File: config.mk
export PLATFORM = sky130hd
export DESIGN_NAME = fault_sense
export DESIGN_NICKNAME = d
export VERILOG_FILES = /design/src/rtl/fsd_pkg.sv /design/src/rtl/fsd_rst_sync.sv /design/src/rtl/fsd_pin_sync.sv /design/src/rtl/fsd_rate_gen.sv /design/src/rtl/fsd_recog.sv /design/src/rtl/fault_sense.sv
export SDC_FILE = /design/constraint.sdc
export NUM_CORES = 1
export LEC_CHECK = 0
export ABC_AREA = 1
export CORE_MARGIN = 1.5
export CORE_UTILIZATION = 40
export CTS_CLUSTER_DIAMETER = 50
export DETAILED_ROUTE_END_ITERATION = 8
export DONT_BUFFER_PORTS = 1
export SYNTH_ARGS = -nofsm -noshare
export SYNTH_HDL_FRONTEND = slang
export SYNTH_SLANG_ARGS = --single-unit
File: constraint.sdc
create_clock -name clk -period 1.4 [get_ports clk]
set_clock_uncertainty 0.15 [all_clocks]
set_input_delay 0.07 -clock clk [delete_from_list [all_inputs] [get_ports clk]]
set_output_delay 0.07 -clock clk [all_outputs]
set_load 0.02 [all_outputs]
File: src/rtl/fsd_pkg.sv
package fsd_pkg;
  typedef enum logic [1:0] {
    DET_EDGE   = 2'b00,
    DET_SLOW_A = 2'b01,
    DET_SLOW_B = 2'b10,
    DET_SLOW_C = 2'b11
  } det_mode_e;

  localparam int NUM_RATES = 3;
endpackage

File: src/rtl/fsd_rst_sync.sv
module fsd_rst_sync (
  input  logic clk,
  input  logic rst_n,
  output logic rst_sync_n
);
  logic [1:0] stage_q;

  always_ff @(posedge clk or negedge rst_n) begin
    if (!rst_n) stage_q <= 2'b00;
    else        stage_q <= {stage_q[0], 1'b1};
  end

  assign rst_sync_n = stage_q[1];
endmodule

File: src/rtl/fsd_pin_sync.sv
module fsd_pin_sync #(
  parameter int STAGES = 2
) (
  input  logic clk,
  input  logic rst_n,
  input  logic pin_raw,
  output logic pin_sync
);
  logic [STAGES-1:0] sh_q;
  logic [STAGES-1:0] sh_d;

  always_comb begin
    sh_d = {sh_q[STAGES-2:0], pin_raw};
  end

  always_ff @(posedge clk or negedge rst_n) begin
    if (!rst_n) sh_q <= '1;
    else        sh_q <= sh_d;
  end

  assign pin_sync = sh_q[STAGES-1];
endmodule

File: src/rtl/fsd_rate_gen.sv
module fsd_rate_gen #(
  parameter int DIV_A = 8,
  parameter int DIV_B = 16,
  parameter int DIV_C = 128
) (
  input  logic                           clk,
  input  logic                           rst_n,
  output logic [fsd_pkg::NUM_RATES-1:0]  tick
);
  localparam int PRE_W = $clog2(DIV_C);
  localparam int DIVS [fsd_pkg::NUM_RATES] = '{DIV_A, DIV_B, DIV_C};

  logic [PRE_W-1:0] cnt_q;
  logic [PRE_W-1:0] cnt_d;

  always_comb begin
    cnt_d = cnt_q + 1'b1;
  end

  always_ff @(posedge clk or negedge rst_n) begin
    if (!rst_n) cnt_q <= '0;
    else        cnt_q <= cnt_d;
  end

  for (genvar g = 0; g < fsd_pkg::NUM_RATES; g++) begin : g_tick
    localparam int LW = $clog2(DIVS[g]);
    assign tick[g] = &cnt_q[LW-1:0];
  end
endmodule

File: src/rtl/fsd_recog.sv
module fsd_recog #(
  parameter int LOW_RUN = 16
) (
  input  logic                          clk,
  input  logic                          rst_n,
  input  fsd_pkg::det_mode_e            mode,
  input  logic [fsd_pkg::NUM_RATES-1:0] tick,
  input  logic                          pin_sync,
  output logic                          hit
);
  import fsd_pkg::*;

  localparam int RUN_W = $clog2(LOW_RUN + 1);
  localparam logic [RUN_W-1:0] RUN_FULL = RUN_W'(LOW_RUN);

  logic             prev_q;
  logic [RUN_W-1:0] run_q;
  logic [RUN_W-1:0] run_d;
  logic             run_en;
  logic             sel_tick;

  always_comb begin
    unique case (mode)
      DET_SLOW_A: sel_tick = tick[0];
      DET_SLOW_B: sel_tick = tick[1];
      DET_SLOW_C: sel_tick = tick[2];
      default:    sel_tick = 1'b0;
    endcase
  end

  always_comb begin
    run_en = (mode == DET_EDGE) || sel_tick;
    run_d  = run_q;
    if (mode == DET_EDGE) begin
      run_d = '0;
    end else if (pin_sync) begin
      run_d = '0;
    end else if (run_q != RUN_FULL) begin
      run_d = run_q + 1'b1;
    end
  end

  always_ff @(posedge clk or negedge rst_n) begin
    if (!rst_n) begin
      run_q  <= '0;
      prev_q <= 1'b1;
    end else begin
      prev_q <= pin_sync;
      if (run_en) run_q <= run_d;
    end
  end

  assign hit = (mode == DET_EDGE) ? (prev_q & ~pin_sync) : (run_q == RUN_FULL);
endmodule

File: src/rtl/fault_sense.sv
module fault_sense #(
  parameter int DIV_A   = 8,
  parameter int DIV_B   = 16,
  parameter int DIV_C   = 128,
  parameter int LOW_RUN = 16
) (
  input  logic       clk,
  input  logic       rst_n,
  input  logic       fault_n,
  input  logic [1:0] mode,
  input  logic       flag_clr,
  input  logic       irq_en,
  output logic       detect_flag,
  output logic       hiz_req,
  output logic       irq_req
);
  import fsd_pkg::*;

  logic                 rst_i_n;
  logic                 pin_sync;
  logic [NUM_RATES-1:0] tick;
  logic                 hit;
  logic                 flag_q;
  logic                 flag_d;
  det_mode_e            mode_e;

  assign mode_e = det_mode_e'(mode);

  fsd_rst_sync u_rst (
    .clk        (clk),
    .rst_n      (rst_n),
    .rst_sync_n (rst_i_n)
  );

  fsd_pin_sync #(.STAGES(2)) u_sync (
    .clk      (clk),
    .rst_n    (rst_i_n),
    .pin_raw  (fault_n),
    .pin_sync (pin_sync)
  );

  fsd_rate_gen #(.DIV_A(DIV_A), .DIV_B(DIV_B), .DIV_C(DIV_C)) u_rate (
    .clk   (clk),
    .rst_n (rst_i_n),
    .tick  (tick)
  );

  fsd_recog #(.LOW_RUN(LOW_RUN)) u_recog (
    .clk      (clk),
    .rst_n    (rst_i_n),
    .mode     (mode_e),
    .tick     (tick),
    .pin_sync (pin_sync),
    .hit      (hit)
  );

  always_comb begin
    flag_d = flag_q;
    if (hit)           flag_d = 1'b1;
    else if (flag_clr) flag_d = 1'b0;
  end

  always_ff @(posedge clk or negedge rst_i_n) begin
    if (!rst_i_n) flag_q <= 1'b0;
    else          flag_q <= flag_d;
  end

  assign detect_flag = flag_q;
  assign hiz_req     = flag_q;
  assign irq_req     = flag_q & irq_en;
endmodule

==> results of run 1 <==
-- synth_stat cells, drive strengths merged --
| master | n | area share |
|---|---|---|
| nand2 | 28 | 0.14 |
| dfrtp | 15 | 0.42 |
| inv | 14 | 0.058 |
| nand3 | 10 | 0.061 |
| nor2 | 9 | 0.057 |
| ha | 4 | 0.056 |
| xor2 | 4 | 0.039 |
| dfstp | 3 | 0.088 |
| buf | 2 | 0.021 |
| nand4 | 2 | 0.014 |
| nor3 | 2 | 0.024 |
| conb | 1 | 0.0042 |
| o211ai | 1 | 0.0084 |
| xnor2 | 1 | 0.0098 |
-- power by group through the flow --
stage          Sequential, W  Clock (W)  Combinational (W)
2_1_floorplan       0.000572          0          0.0000563
3_3_place_gp        0.000569          0          0.0000896
3_5_place_dp        0.000569          0          0.0000898
4_1_cts             0.000556   0.000332           0.000114
5_1_grt             0.000559   0.000346           0.000135
6_report            0.000555   0.000322           0.000119
-- per-stage QoR --
stage	total power (W)	setup WS (ns)	util
floorplan	0.000628	0.0123	-
global placement	0.000658	-0.0156	0.478
detailed placement	0.000659	-0.0435	0.478
CTS	0.00100	-0.0208	0.550
global route	0.00104	-0.0867	0.566
finish	0.000997	-0.0125	0.566
-- path summary, 6_finish.rpt --
check	end	slack (ns)	cells after the start
max	u_recog.run_q[0]$_DFFE_PN0P_	-0.01	9
min	u_recog.run_q[2]$_DFFE_PN0P_	0.01	6
max reg2reg	u_recog.run_q[0]$_DFFE_PN0P_	-0.01	9
min reg2reg	u_rate.cnt_q[4]$_DFF_PN0_	0.03	1
max in group asynchronous	u_recog.run_q[3]$_DFFE_PN0P_	0.39	1
min in group asynchronous	u_rate.cnt_q[4]$_DFF_PN0_	0.03	1
-- flip-flops by register name, summed over array words and instances, names as in the netlist --
register / cells
u_recog.prev_q: 1
detect_flag: 1
u_recog.run_q: 5
u_rst.stage_q: 2
u_rate.cnt_q: 7
u_sync.sh_q: 2
-- logic make-up after synthesis --
logic type / synth area share
xor+xnor: 0.0487
other cells: 0.00417
buf+inv: 0.0794
compound gates: 0.00836
flops: 0.506
fa+ha+maj: 0.0557
simple gates: 0.298
-- critical path: stages, from the launching register on --
cell	delay, ns
sky130_fd_sc_hd__dfrtp_1	0.42
sky130_fd_sc_hd__ha_4	0.19
sky130_fd_sc_hd__ha_4	0.15
sky130_fd_sc_hd__nand2_1	0.05
sky130_fd_sc_hd__nand2_1	0.06
sky130_fd_sc_hd__nand2_2	0.07
sky130_fd_sc_hd__nand2_4	0.07
sky130_fd_sc_hd__nand2_4	0.10
sky130_fd_sc_hd__nand2_1	0.05
sky130_fd_sc_hd__nand2_1	0.06
-- what timing repair did --
action                                 CTS  global route
setup endpoints to repair                5             6
gates resized for setup                  8             2
pin swaps                                8             1
hold buffers                             6             2
endpoints found under the hold margin   14             3
setup buffers                            1             1
-- per-layer routing --
layer | track usage | vias to the layer above | share of wire
li1 | - | 332 | -
met3 | 0.0179 | 4 | 0.031
met1 | 0.180 | 300 | 0.46
met4 | 0.0811 | 0 | 0.021
met2 | 0.237 | 16 | 0.48
met5 | 0 | - | 0
-- area by class of cell --
class | instances | area share
multi-input combinational | 62 | 0.366
sequential | 18 | 0.393
inverter | 14 | 0.0455
timing repair buffer | 18 | 0.134
clock buffer | 4 | 0.0314
tap | 27 | 0.0293
==> impl.org, run 1 <==
** Status
- Result of the run :: finished, violations left
- The checks that failed: negative setup slack.

** Global route
- The number of antenna violations at the first check in global routing is 0.
- The first global-routing pass estimated 2690 um of wire.
- GRT Overall Usage :: 0.143
- Entering global routing, the biggest net connects 12 pins.
- The number of global-route vias before repair came to 648.
- Summed over all layers, the global routing overflow is 0.

** Detailed routing
- The count of nets left with antenna violations once routing finished came out at 0.
- Detailed Routing Iterations Pass 1 :: 4
- Average wire per standard cell :: 10.4 um
- After detailed routing, the number of vias per cell comes to 4.56.
- DRC violations left :: 0
- Number of violations reported at the end of detailed-routing iteration 0 :: 16
- Final wirelength :: 1480 um
- The routed layout has 652 vias.

** Pwr
- Pwr Density :: 863 nW/um^2
- Switching Share :: 0.239
- Internal power component :: 0.000758 W
- The share of total power dissipated in sequential elements is 0.557.
- Across the VDD grid, the largest voltage drop is 0.449 mV.
- For this design the total switching power over the nets is 0.000238 W.
- Standby leakage power :: 0.560 nW
- Clock Power Share :: 0.323
- Combinational share of power :: 0.120

** Floorplan
- Core Rows :: 16
- The die covers 2540 sq um.
- Die outline height :: 50.4 um
- Die boundary width :: 50.4 um
- In this run the count of I/O pins placed on the die edge is 10.
- Core box area :: 2040 sq um
- Initial Utilization :: 0.440

** Synth
- In this run, synthesis produced a sequential element count of 18.
- The netlist uses 20 different library cells.
- The cell count after synthesis came out at 96.
- Post-Synthesis Net Count :: 107
- For this run, the register share of the synthesized area comes to 0.506.
- Total number of yosys warnings :: 0
- Avg Cell Area, Syn :: 9.36 sq um
- Synthesized area :: 898 sq um

** Place
- During placement, the flow inserted port buffers numbering 0.
- Post-placement cell area :: 976 sq um
- Summed over all nets, the half-perimeter wirelength after detailed placement is 1100 um.
- Placed insts :: 129
- Gp weighted congestion :: 0.803

** STA
- Fin Setup TNS :: -0.0311 ns
- In the finished design, the share of the clock period the worst path needs comes to 1.01.
- Setup repair after global routing could not meet its margin everywhere.
- The final hold violation count was 0.
- Minimum clock period :: 1.41 ns
- Setup Viol. Count Final :: 4
- Worst-case setup margin in the final layout :: -0.0125 ns
- The number of pins with negative max-slew slack in the final report came to 0.
- The tightest hold path in the finished design has a slack of 0.0140 ns.
- Top achievable clock speed :: 708 MHz

** Clocking
- Clock Tree Buf Depth :: 2
- H-tree levels :: 1
- Counting the buffers created by CTS gives 3.
- Clock transition at path regs :: 0.10 ns
- Worst skew pair latency :: 0.29 ns
- TritonCTS built the clock tree.
- Library cell used as clock root buffer :: sky130_fd_sc_hd__clkbuf_4
- Clock tree sinks :: 18

** Critical path
- Data arrival time at the worst-slack endpoint :: 1.50 ns
- Crit. End Element :: register
- Reg-to-Reg Start :: u_rate.cnt_q[1]$_DFF_PN0_
- Required time at the worst-slack endpoint :: 1.49 ns
- Of all nets on the critical path, the largest fanout is 6.
- The worst setup path is launched from a register.
- The critical path is of the register to register type.
- Crit path launch :: u_rate.cnt_q[1]$_DFF_PN0_

** Finish
- In the final layout, the multi-input gates occupy 423 sq um.
- The area growth from synthesis to layout is 28.6%.
- Post-layout instance area :: 1150 sq um
- Number of cells in the finished layout apart from fillers :: 143
- Leaving out fill and tap cells, the most frequent cell in the layout is sky130_fd_sc_hd__nand2_1.
- In the layout the commonest cells are 20 x sky130_fd_sc_hd__nand2_1, 15 x sky130_fd_sc_hd__dfrtp_1, 14 x sky130_fd_sc_hd__inv_1.
- Final nets :: 128
- Filler Cells Inserted :: 198
- Ratio of cells with drive above 1 in the final layout :: 0.276
- In the final layout, flip-flops and latches occupy 454 sq um.
- Number of diodes :: 0

** Flow run
- Max-cap violation count :: 0

** Hold path
- The worst hold path begins at mode[1].
- Type of the tightest min-delay check :: input port to register
Power figures use the tool's default switching activity.
==> run 2, diff against run 1 <==
clock period = 1.55 ns   (was 1.4 ns; I/O delays follow)
==> run 2 against run 1 <==
Effect of this change:
- the flow now finishes without violations
- critical endpoint is now u_recog.run_q[4]$_DFFE_PN0P_
- register-to-register slack better by 0.11 ns
- clock-buffer cell count is the same
- worst setup slack improved by 0.11 ns
- die area did not move
- non-clock buffer count down 8
- flip-flop and latch count stayed put
- maximum frequency shrank 2.8%
==> impl.org, run 2 (same netlist as run 1, synthesis figures left out) <==
** Status
- Result of the run :: completed

** STA
- For the pin with the worst max-slew slack, the measured transition is 0.621 ns.
- The final hold violation count came to 0 (unchanged).
- The time the final worst path needs with I/O delays and setup is 1.45 ns (+0.0412 ns).
- The worst pin sits at a relative slew slack of 0.586.
- The total of endpoints with negative setup slack in the final report was 0 (-4).
- The final-layout setup total negative slack is 0 ns (+0.0311 ns).
- The highest clock rate came to 688 MHz (-2.8%).
- The final critical-path share of the clock period is 0.938 (-0.0710).
- The number of pins with negative max-slew slack in the final report came to 0 (unchanged).
- Worst-case setup margin in the final layout :: 0.0963 ns (+0.109 ns)

** Critical path
- The worst setup path is of the register to register kind.
- The largest individual stage delay along the critical path comes from the cell sky130_fd_sc_hd__dfrtp_1.
- CP max FO :: 6 (unchanged)
- The worst setup path is captured at a register.
- Required time at the worst-slack endpoint :: 1.59 ns (+0.10 ns)
- Ordered list of cells on the worst path :: ha_2, ha_1, nand2_1, nand2_1, nand2_2, nand2_4, nand3_1, nand2_1
- Number of cells on the worst reg-to-reg path :: 8 (-1)
- The data arrival time of the worst path is 1.50 ns (about the same).
- Critical Path Source Type :: register
- The maximum cell stage delay along the critical path was 0.41 ns (about the same).
- By instance count, the cell type seen most on the critical path is sky130_fd_sc_hd__nand2_1.

** Finish
- The largest registers in the layout are u_rate.cnt_q (7), u_recog.run_q (5).
- Final core utilization :: 0.512 (-0.0533)
- Most common library cell in the layout ignoring fill and taps :: sky130_fd_sc_hd__nand2_1
- The count of filler cells inserted in the layout came to 192 (-3.0%).
- The fraction of final layout cells sized beyond drive strength 1 came to 0.204 (-0.0722).
- Number of diodes :: 0 (unchanged)
- Max reg flops :: 7 (unchanged)
- Compared with the post-synthesis result, the final layout area differs by 16.4%.
- Post-layout instance area :: 1050 sq um (-9.4%)
- Top reg by flops :: u_rate.cnt_q
- Final nets :: 120 (-6.3%)
- Most frequent cells in the layout :: 24 x sky130_fd_sc_hd__nand2_1, 14 x sky130_fd_sc_hd__inv_1, 14 x sky130_fd_sc_hd__dfrtp_1

** Pwr
- The ratio of total power to cell area came to 842 nW/um^2 (-2.5%).
- The total design power came to 0.000880 W (-12%).
- Seq pwr share :: 0.582 (+0.025)
- The net switching share of the total power was 0.236 (-0.00339).
- The largest vdd supply drop was 0.734 mV (+63%).
- The clock share of power was 0.322 (about the same).
- The power spent charging and discharging nets was 0.000207 W (-13%).
- Standby leakage power :: 0.520 nW (-7.1%)
- The internal power consumption is 0.000673 W (-11%).
- Combinational share of power :: 0.096 (-0.024)

** Floorplan
- The standard-cell row count was 16 (unchanged).
- The area of the core region was 2040 sq um (unchanged).
- The effective utilization at floorplan is 0.440 (unchanged).
- Top-level port count :: 10 (unchanged)
- Die outline height :: 50.4 um (unchanged)
- Die boundary width :: 50.4 um (unchanged)
- Total Die Area :: 2540 sq um (unchanged)

** Detailed routing
- The routed wire length was 1370 um (-7.6%).
- The number of remaining DRC errors came to 0 (unchanged).
- Antenna viol nets, final :: 0 (unchanged)
- Number of vias after detailed routing :: 616 (-5.5%)
- Average wire per standard cell :: 10.1 um (-2.2%)
- Number of violations reported at the end of detailed-routing iteration 0 :: 10 (-6)
- The via count normalized by instance count was 4.56 (about the same).
- Detailed Routing Iterations Pass 1 :: 4 (unchanged)

** Flow run
- Max-cap violation count :: 0 (unchanged)

** Clocking
- Library cell used as clock root buffer :: sky130_fd_sc_hd__clkbuf_4
- TritonCTS clock tree :: yes
- Clock Tree Buf Depth :: 2 (unchanged)
- The post-CTS clock slew at the launch and capture registers of the worst setup and hold paths came to 0.10 ns (about the same).
- The number of H-tree branching levels is 1 (unchanged).
- Clock buffer count from CTS :: 3 (unchanged)
- Worst skew pair latency :: 0.29 ns (about the same)
- Clock tree sinks :: 18 (unchanged)

** Global route
- GRT Overall Usage :: 0.132 (-0.0108)
- Antenna violations before repair :: 0 (unchanged)
- Met3 usage in global routing :: 0.0625 (+0.0446)
- Global-route met2 utilization :: 0.206 (-0.0307)
- The remaining global-route overflow came to 0 (unchanged).
- The number of global-route vias before repair was 589 (-9.1%).
- The global-route track usage on met1 was 0.151 (-0.0291).
- Busiest grt layer :: met2
- The first-pass GRT wire length came to 2430 um (-9.8%).
- The pin count of the biggest net entering global routing came to 17 (+5).

** Place
- Final HPWL from detailed placement :: 980 um (-11%)
- The count of input and output buffers is 0 (unchanged).
- Post-placement cell area :: 921 sq um (-5.6%)
- Post-Place Worst Slack :: 0.0523 ns (+0.0958 ns)
- The global placer's final weighted congestion is 0.839 (+4.5%).

** Hold path
- The path class of the tightest hold or removal check is input port to register.
- The worst hold path cell count was 6 (unchanged).
==> run 2: changes by cell type in the layout (fill, tap and decap cells not counted), sizes merged <==
cell         previous run  this run
buf                    10         4
dlygate4sd3             8         6
==> run 2: worst max-delay path, delay by kind of cell, from the launching register on <==
family | cells | cell delay, ns
simple gates | 6 | 0.43
flops | 1 | 0.41
fa+ha+maj | 2 | 0.37
==> run 2: final timing paths <==
check	from	endpoint	slack, ns
worst max-delay path	u_rate.cnt_q[0]$_DFF_PN0_	u_recog.run_q[4]$_DFFE_PN0P_	0.1
worst max register to register	u_rate.cnt_q[0]$_DFF_PN0_	u_recog.run_q[4]$_DFFE_PN0P_	0.1
worst min register to register	u_rst.stage_q[1]$_DFF_PN0_	u_recog.run_q[1]$_DFFE_PN0P_	0.11
worst min-delay path	mode[1]	u_recog.run_q[2]$_DFFE_PN0P_	0.04
min in group asynchronous	u_rst.stage_q[1]$_DFF_PN0_	u_recog.run_q[1]$_DFFE_PN0P_	0.11
max in group asynchronous	u_rst.stage_q[1]$_DFF_PN0_	u_recog.run_q[0]$_DFFE_PN0P_	0.71
==> run 2: repair_timing <==
item | CTS | global route
setup endpoints to repair | 0 | 5
buffers inserted | 0 | 3
hold buffers | 6 | 0
endpoints found under the hold margin | 8 | 0
resized for setup | 0 | 3
==> run 2: per-layer routing <==
metal	vias to the layer above	wire, um
met4	0	27
li1	316	-
met5	-	0
met3	5	80
met1	277	614
met2	18	646
==> run 2: area by class of cell <==
type	count	area (sq um)	area share
Multi-Input combinational cell	62	378	0.361
Clock buffer	4	36.3	0.0347
Inverter	14	52.6	0.0502
Sequential cell	18	455	0.435
Tap cell	27	33.8	0.0323
Timing Repair Buffer	10	90.1	0.0861
==> run 2: per-stage QoR <==
step | hold slack, ns | cells
after detailed placement | -0.368 | 122
after global routing | 0.0572 | 135
after CTS | 0.0336 | 132
final | 0.0426 | 135
after floorplan | -0.368 | 96
after global placement | -0.368 | 122
==> run 2: power by group through the flow <==
stage	Clock [W]	Combinational, W	Sequential, W
2_1_floorplan	0	0.0000508	0.000516
3_3_place_gp	0	0.0000566	0.000522
3_5_place_dp	0	0.0000586	0.000522
4_1_cts	0.000295	0.0000737	0.000513
5_1_grt	0.000324	0.0000939	0.000517
6_report	0.000283	0.0000848	0.000512
==> run 3, diff against run 2 <==
CAP_MARGIN = 20   (was not set)
MAX_ROUTING_LAYER = met4   (was not set)
clock period = 1.3 ns   (was 1.55 ns; I/O delays follow)
==> run 3 against run 2 <==
Effect of this change:
- the run now ends with negative setup slack left
- clock power grew 19%
- sequential share of layout area shrank 2.8 points
- first-iteration DRC count grew 30%
- final cell count grew 4.4%
- utilization grew 3.4 points
- clock-buffer cell count is the same
- die area is the same
- total power grew 20%
- routed wire length grew 12%
- via count grew 8.6%
- sequential power grew 17%
- critical endpoint unchanged
==> impl.org, run 3 (same netlist as run 1, synthesis figures left out) <==
** STA
- Setup Viol. Count Final :: 6 (+6)
- Number of max-slew violations in the final report :: 0 (unchanged)
- Final period utilization :: 1.09 (+0.155)
- The final-layout setup total negative slack came to -0.614 ns (-0.614 ns).
- Top achievable clock speed :: 704 MHz (+2.4%)
- Number of endpoints with negative hold slack in the final report :: 0 (unchanged)
- The time the final worst path needs with I/O delays and setup is 1.42 ns (-0.0335 ns).
- Setup repair after global routing could not meet its margin everywhere.
- The final critical-path setup slack is -0.120 ns (-0.217 ns).

** Floorplan
- Total Die Area :: 2540 sq um (unchanged)
- Top-level port count :: 10 (unchanged)
- The horizontal die dimension is 50.4 um (unchanged).
- Initial Utilization :: 0.440 (unchanged)
- Die outline height :: 50.4 um (unchanged)
- The standard-cell row count came to 16 (unchanged).
- The area of the core region is 2040 sq um (unchanged).

** Global route
- The first-pass GRT wire length was 2740 um (+13%).
- Residual overflow from global routing :: 0 (unchanged)
- The number of antenna violations at the first check in global routing came to 0 (unchanged).
- The pin count of the biggest net entering global routing was 11 (-6).
- GRT Overall Usage :: 0.148 (+0.0162)
- Via count of the first global-routing pass :: 641 (+8.8%)

** Finish
- Most frequent cells in the layout :: 22 x sky130_fd_sc_hd__nand2_1, 15 x sky130_fd_sc_hd__dfrtp_1, 14 x sky130_fd_sc_hd__inv_1
- Number of diodes :: 0 (unchanged)
- The final core utilization came to 0.546 (+0.0337).
- Ratio of cells with drive above 1 in the final layout :: 0.272 (+0.0682)
- Syn-to-layout area delta :: 24.1%
- Final nets :: 126 (+5.0%)
- Most common library cell in the layout ignoring fill and taps :: sky130_fd_sc_hd__nand2_1
- The register with the most flip-flops in the final layout is u_rate.cnt_q.
- The flip-flop count of the largest register after layout is 7 (unchanged).
- The largest registers in the layout are u_rate.cnt_q (7), u_recog.run_q (5).

** Detailed routing
- The post-route antenna net violation count was 0 (unchanged).
- Detailed Routing Iterations Pass 1 :: 4 (unchanged)
- Per-cell via count in the routed design :: 4.74 (+4.0%)
- The routed wire length was 1540 um (+12%).
- Number of violations reported at the end of detailed-routing iteration 0 :: 13 (+3)
- Average wire per standard cell :: 10.9 um (+7.6%)
- The via count is 669 (+8.6%).
- The number of remaining DRC errors was 0 (unchanged).

** Critical path
- Reg-to-Reg Start :: u_rate.cnt_q[1]$_DFF_PN0_
- WP depth :: 9 (+1)
- The maximum cell stage delay along the critical path came to 0.36 ns (-0.05 ns).
- Crit path launch :: u_rate.cnt_q[1]$_DFF_PN0_
- Critical-path top delay cell :: sky130_fd_sc_hd__dfrtp_1
- STA classifies the critical path startpoint as a register.
- Required time at the worst-slack endpoint :: 1.33 ns (-0.26 ns)
- Number of cells on the worst reg-to-reg path :: 9 (+1)
- Critical path buffers and inverters :: 0 (unchanged)
- STA classifies the critical path endpoint as a register.
- Walking the worst path, the cells encountered are ha_2, ha_2, nand2_1, nand2_1, nand2_2, nand2_4, nand2_4, nand2_1, nand2_1.
- The critical path in this run is classified as register to register.
- Reg2Reg Setup Slack :: -0.12 ns (-0.22 ns)
- The worst register-to-register path ends at u_recog.run_q[4]$_DFFE_PN0P_.
- Cell family with most CP delay :: simple AND/OR/NAND/NOR gates
- Data arrival time at the worst-slack endpoint :: 1.45 ns (-0.05 ns)
- The most numerous cell type found on the critical path is sky130_fd_sc_hd__nand2_1.
- The maximum fanout count along the critical path is 6 (unchanged).
- End point of the critical path :: u_recog.run_q[4]$_DFFE_PN0P_

** Pwr
- Internal power component :: 0.000808 W (+20%)
- Pwr Density :: 945 nW/um^2 (+12%)
- Clock Power Share :: 0.318 (-0.004)
- Seq pwr share :: 0.567 (-0.015)
- Standby leakage power :: 0.551 nW (+5.9%)
- Combinational share of power :: 0.114 (+0.018)
- The net switching share of the total power is 0.233 (-0.00239).
- Worst vdd rail ir drop :: 0.668 mV (-9.1%)
- Switching power :: 0.000246 W (+18%)

** Hold path
- Type of the tightest min-delay check :: input port to register

** Flow run
- Max-cap violation count :: 0 (unchanged)

** Place
- Final HPWL from detailed placement :: 1160 um (+19%)
- Number of input and output port buffers inserted :: 0 (unchanged)
- The global placer's final weighted congestion was 0.927 (+11%).

** Clocking
- Clock tree sinks :: 18 (unchanged)
- Worst skew pair latency :: 0.29 ns (about the same)
- Clock Tree Buf Depth :: 2 (unchanged)
- The number of H-tree branching levels was 1 (unchanged).
- The post-CTS clock slew at the launch and capture registers of the worst setup and hold paths came to 0.10 ns (about the same).
- The TritonCTS buffer count was 3 (unchanged).
- TritonCTS clock tree :: yes
- Clock tree synthesis selected as its root buffer the cell sky130_fd_sc_hd__clkbuf_4.

** Status
- The run finished, with violations left.
- The checks that failed: negative setup slack.
==> run 3: changes by cell type in the layout (fill, tap and decap cells not counted) <==
cell,before,now
sky130_fd_sc_hd__nor2_2,1,0
sky130_fd_sc_hd__nand3_2,1,3
sky130_fd_sc_hd__dlygate4sd3_1,6,7
sky130_fd_sc_hd__dfrtp_1,14,15
sky130_fd_sc_hd__dfrtp_2,1,0
sky130_fd_sc_hd__ha_2,1,2
sky130_fd_sc_hd__nand2_2,1,3
sky130_fd_sc_hd__nor2_4,2,3
sky130_fd_sc_hd__nand2_1,24,22
sky130_fd_sc_hd__ha_1,3,2
sky130_fd_sc_hd__buf_4,4,9
sky130_fd_sc_hd__nand3_1,9,7
==> run 3: through the flow <==
stage | setup WS, ns | hold slack [ns] | total power, W | std cells | area (sq um)
after floorplan | -0.0435 | -0.381 | 0.000677 | 96 | 913
after global placement | -0.0892 | -0.381 | 0.000706 | 130 | 996
after detailed placement | -0.135 | -0.381 | 0.000709 | 130 | 996
after CTS | -0.132 | -0.0381 | 0.00107 | 139 | 1090
after global routing | -0.228 | 0.0329 | 0.00111 | 141 | 1110
final | -0.120 | 0.0136 | 0.00105 | 141 | 1110
==> run 3: area by class of cell <==
class	instances	area (sq um)
Tap cell	27	33.8
Timing Repair Buffer	16	138
Inverter	14	52.6
Multi-Input combinational cell	62	400
Sequential cell	18	454
Fill cell	202	927
Clock buffer	4	36.3
==> run 3: worst min-delay path by stage <==
stage,start,to,slack [ns],depth (start not counted)
2_1_floorplan,rst_n,u_rst.stage_q[0]$_DFF_PN0_,-0.38,0
3_3_place_gp,rst_n,u_rst.stage_q[0]$_DFF_PN0_,-0.38,0
3_5_place_dp,rst_n,u_rst.stage_q[0]$_DFF_PN0_,-0.38,0
4_1_cts,mode[0],u_recog.run_q[3]$_DFFE_PN0P_,-0.04,5
5_1_grt,mode[1],u_recog.run_q[2]$_DFFE_PN0P_,0.03,6
6_report,mode[1],u_recog.run_q[3]$_DFFE_PN0P_,0.01,6
==> run 3: repair_timing <==
item                                   CTS  global route
setup endpoints to repair                6             7
hold buffers                             5             2
endpoints found under the hold margin    9             5
gates resized for setup                  3             1
buffers inserted                         0             0
pin swaps                                1             0
==> run 3: worst reg2reg max path, stage by stage (launching register included) <==
cell,delay [ns]
sky130_fd_sc_hd__dfrtp_1,0.36
sky130_fd_sc_hd__ha_2,0.19
sky130_fd_sc_hd__ha_2,0.16
sky130_fd_sc_hd__nand2_1,0.05
sky130_fd_sc_hd__nand2_1,0.06
sky130_fd_sc_hd__nand2_2,0.06
sky130_fd_sc_hd__nand2_4,0.11
sky130_fd_sc_hd__nand2_4,0.07
sky130_fd_sc_hd__nand2_1,0.06
sky130_fd_sc_hd__nand2_1,0.05
==> run 3: layer usage <==
metal  track usage  vias to the layer above  wire (um)
li1              -                      331          -
met1         0.184                      320        693
met2         0.237                       16        779
met3        0.0446                        2         53
met4        0.0405                        0         12
met5             -                        -          0
==> run 3: power groups by stage <==
stage / registers, W / logic [W] / clock network (W)
floorplan: 0.000615 / 0.0000615 / 0
detailed placement: 0.000609 / 0.000101 / 0
global route: 0.000601 / 0.000135 / 0.000378
CTS: 0.000598 / 0.000116 / 0.000353
finish: 0.000598 / 0.000120 / 0.000336
global placement: 0.000608 / 0.0000983 / 0
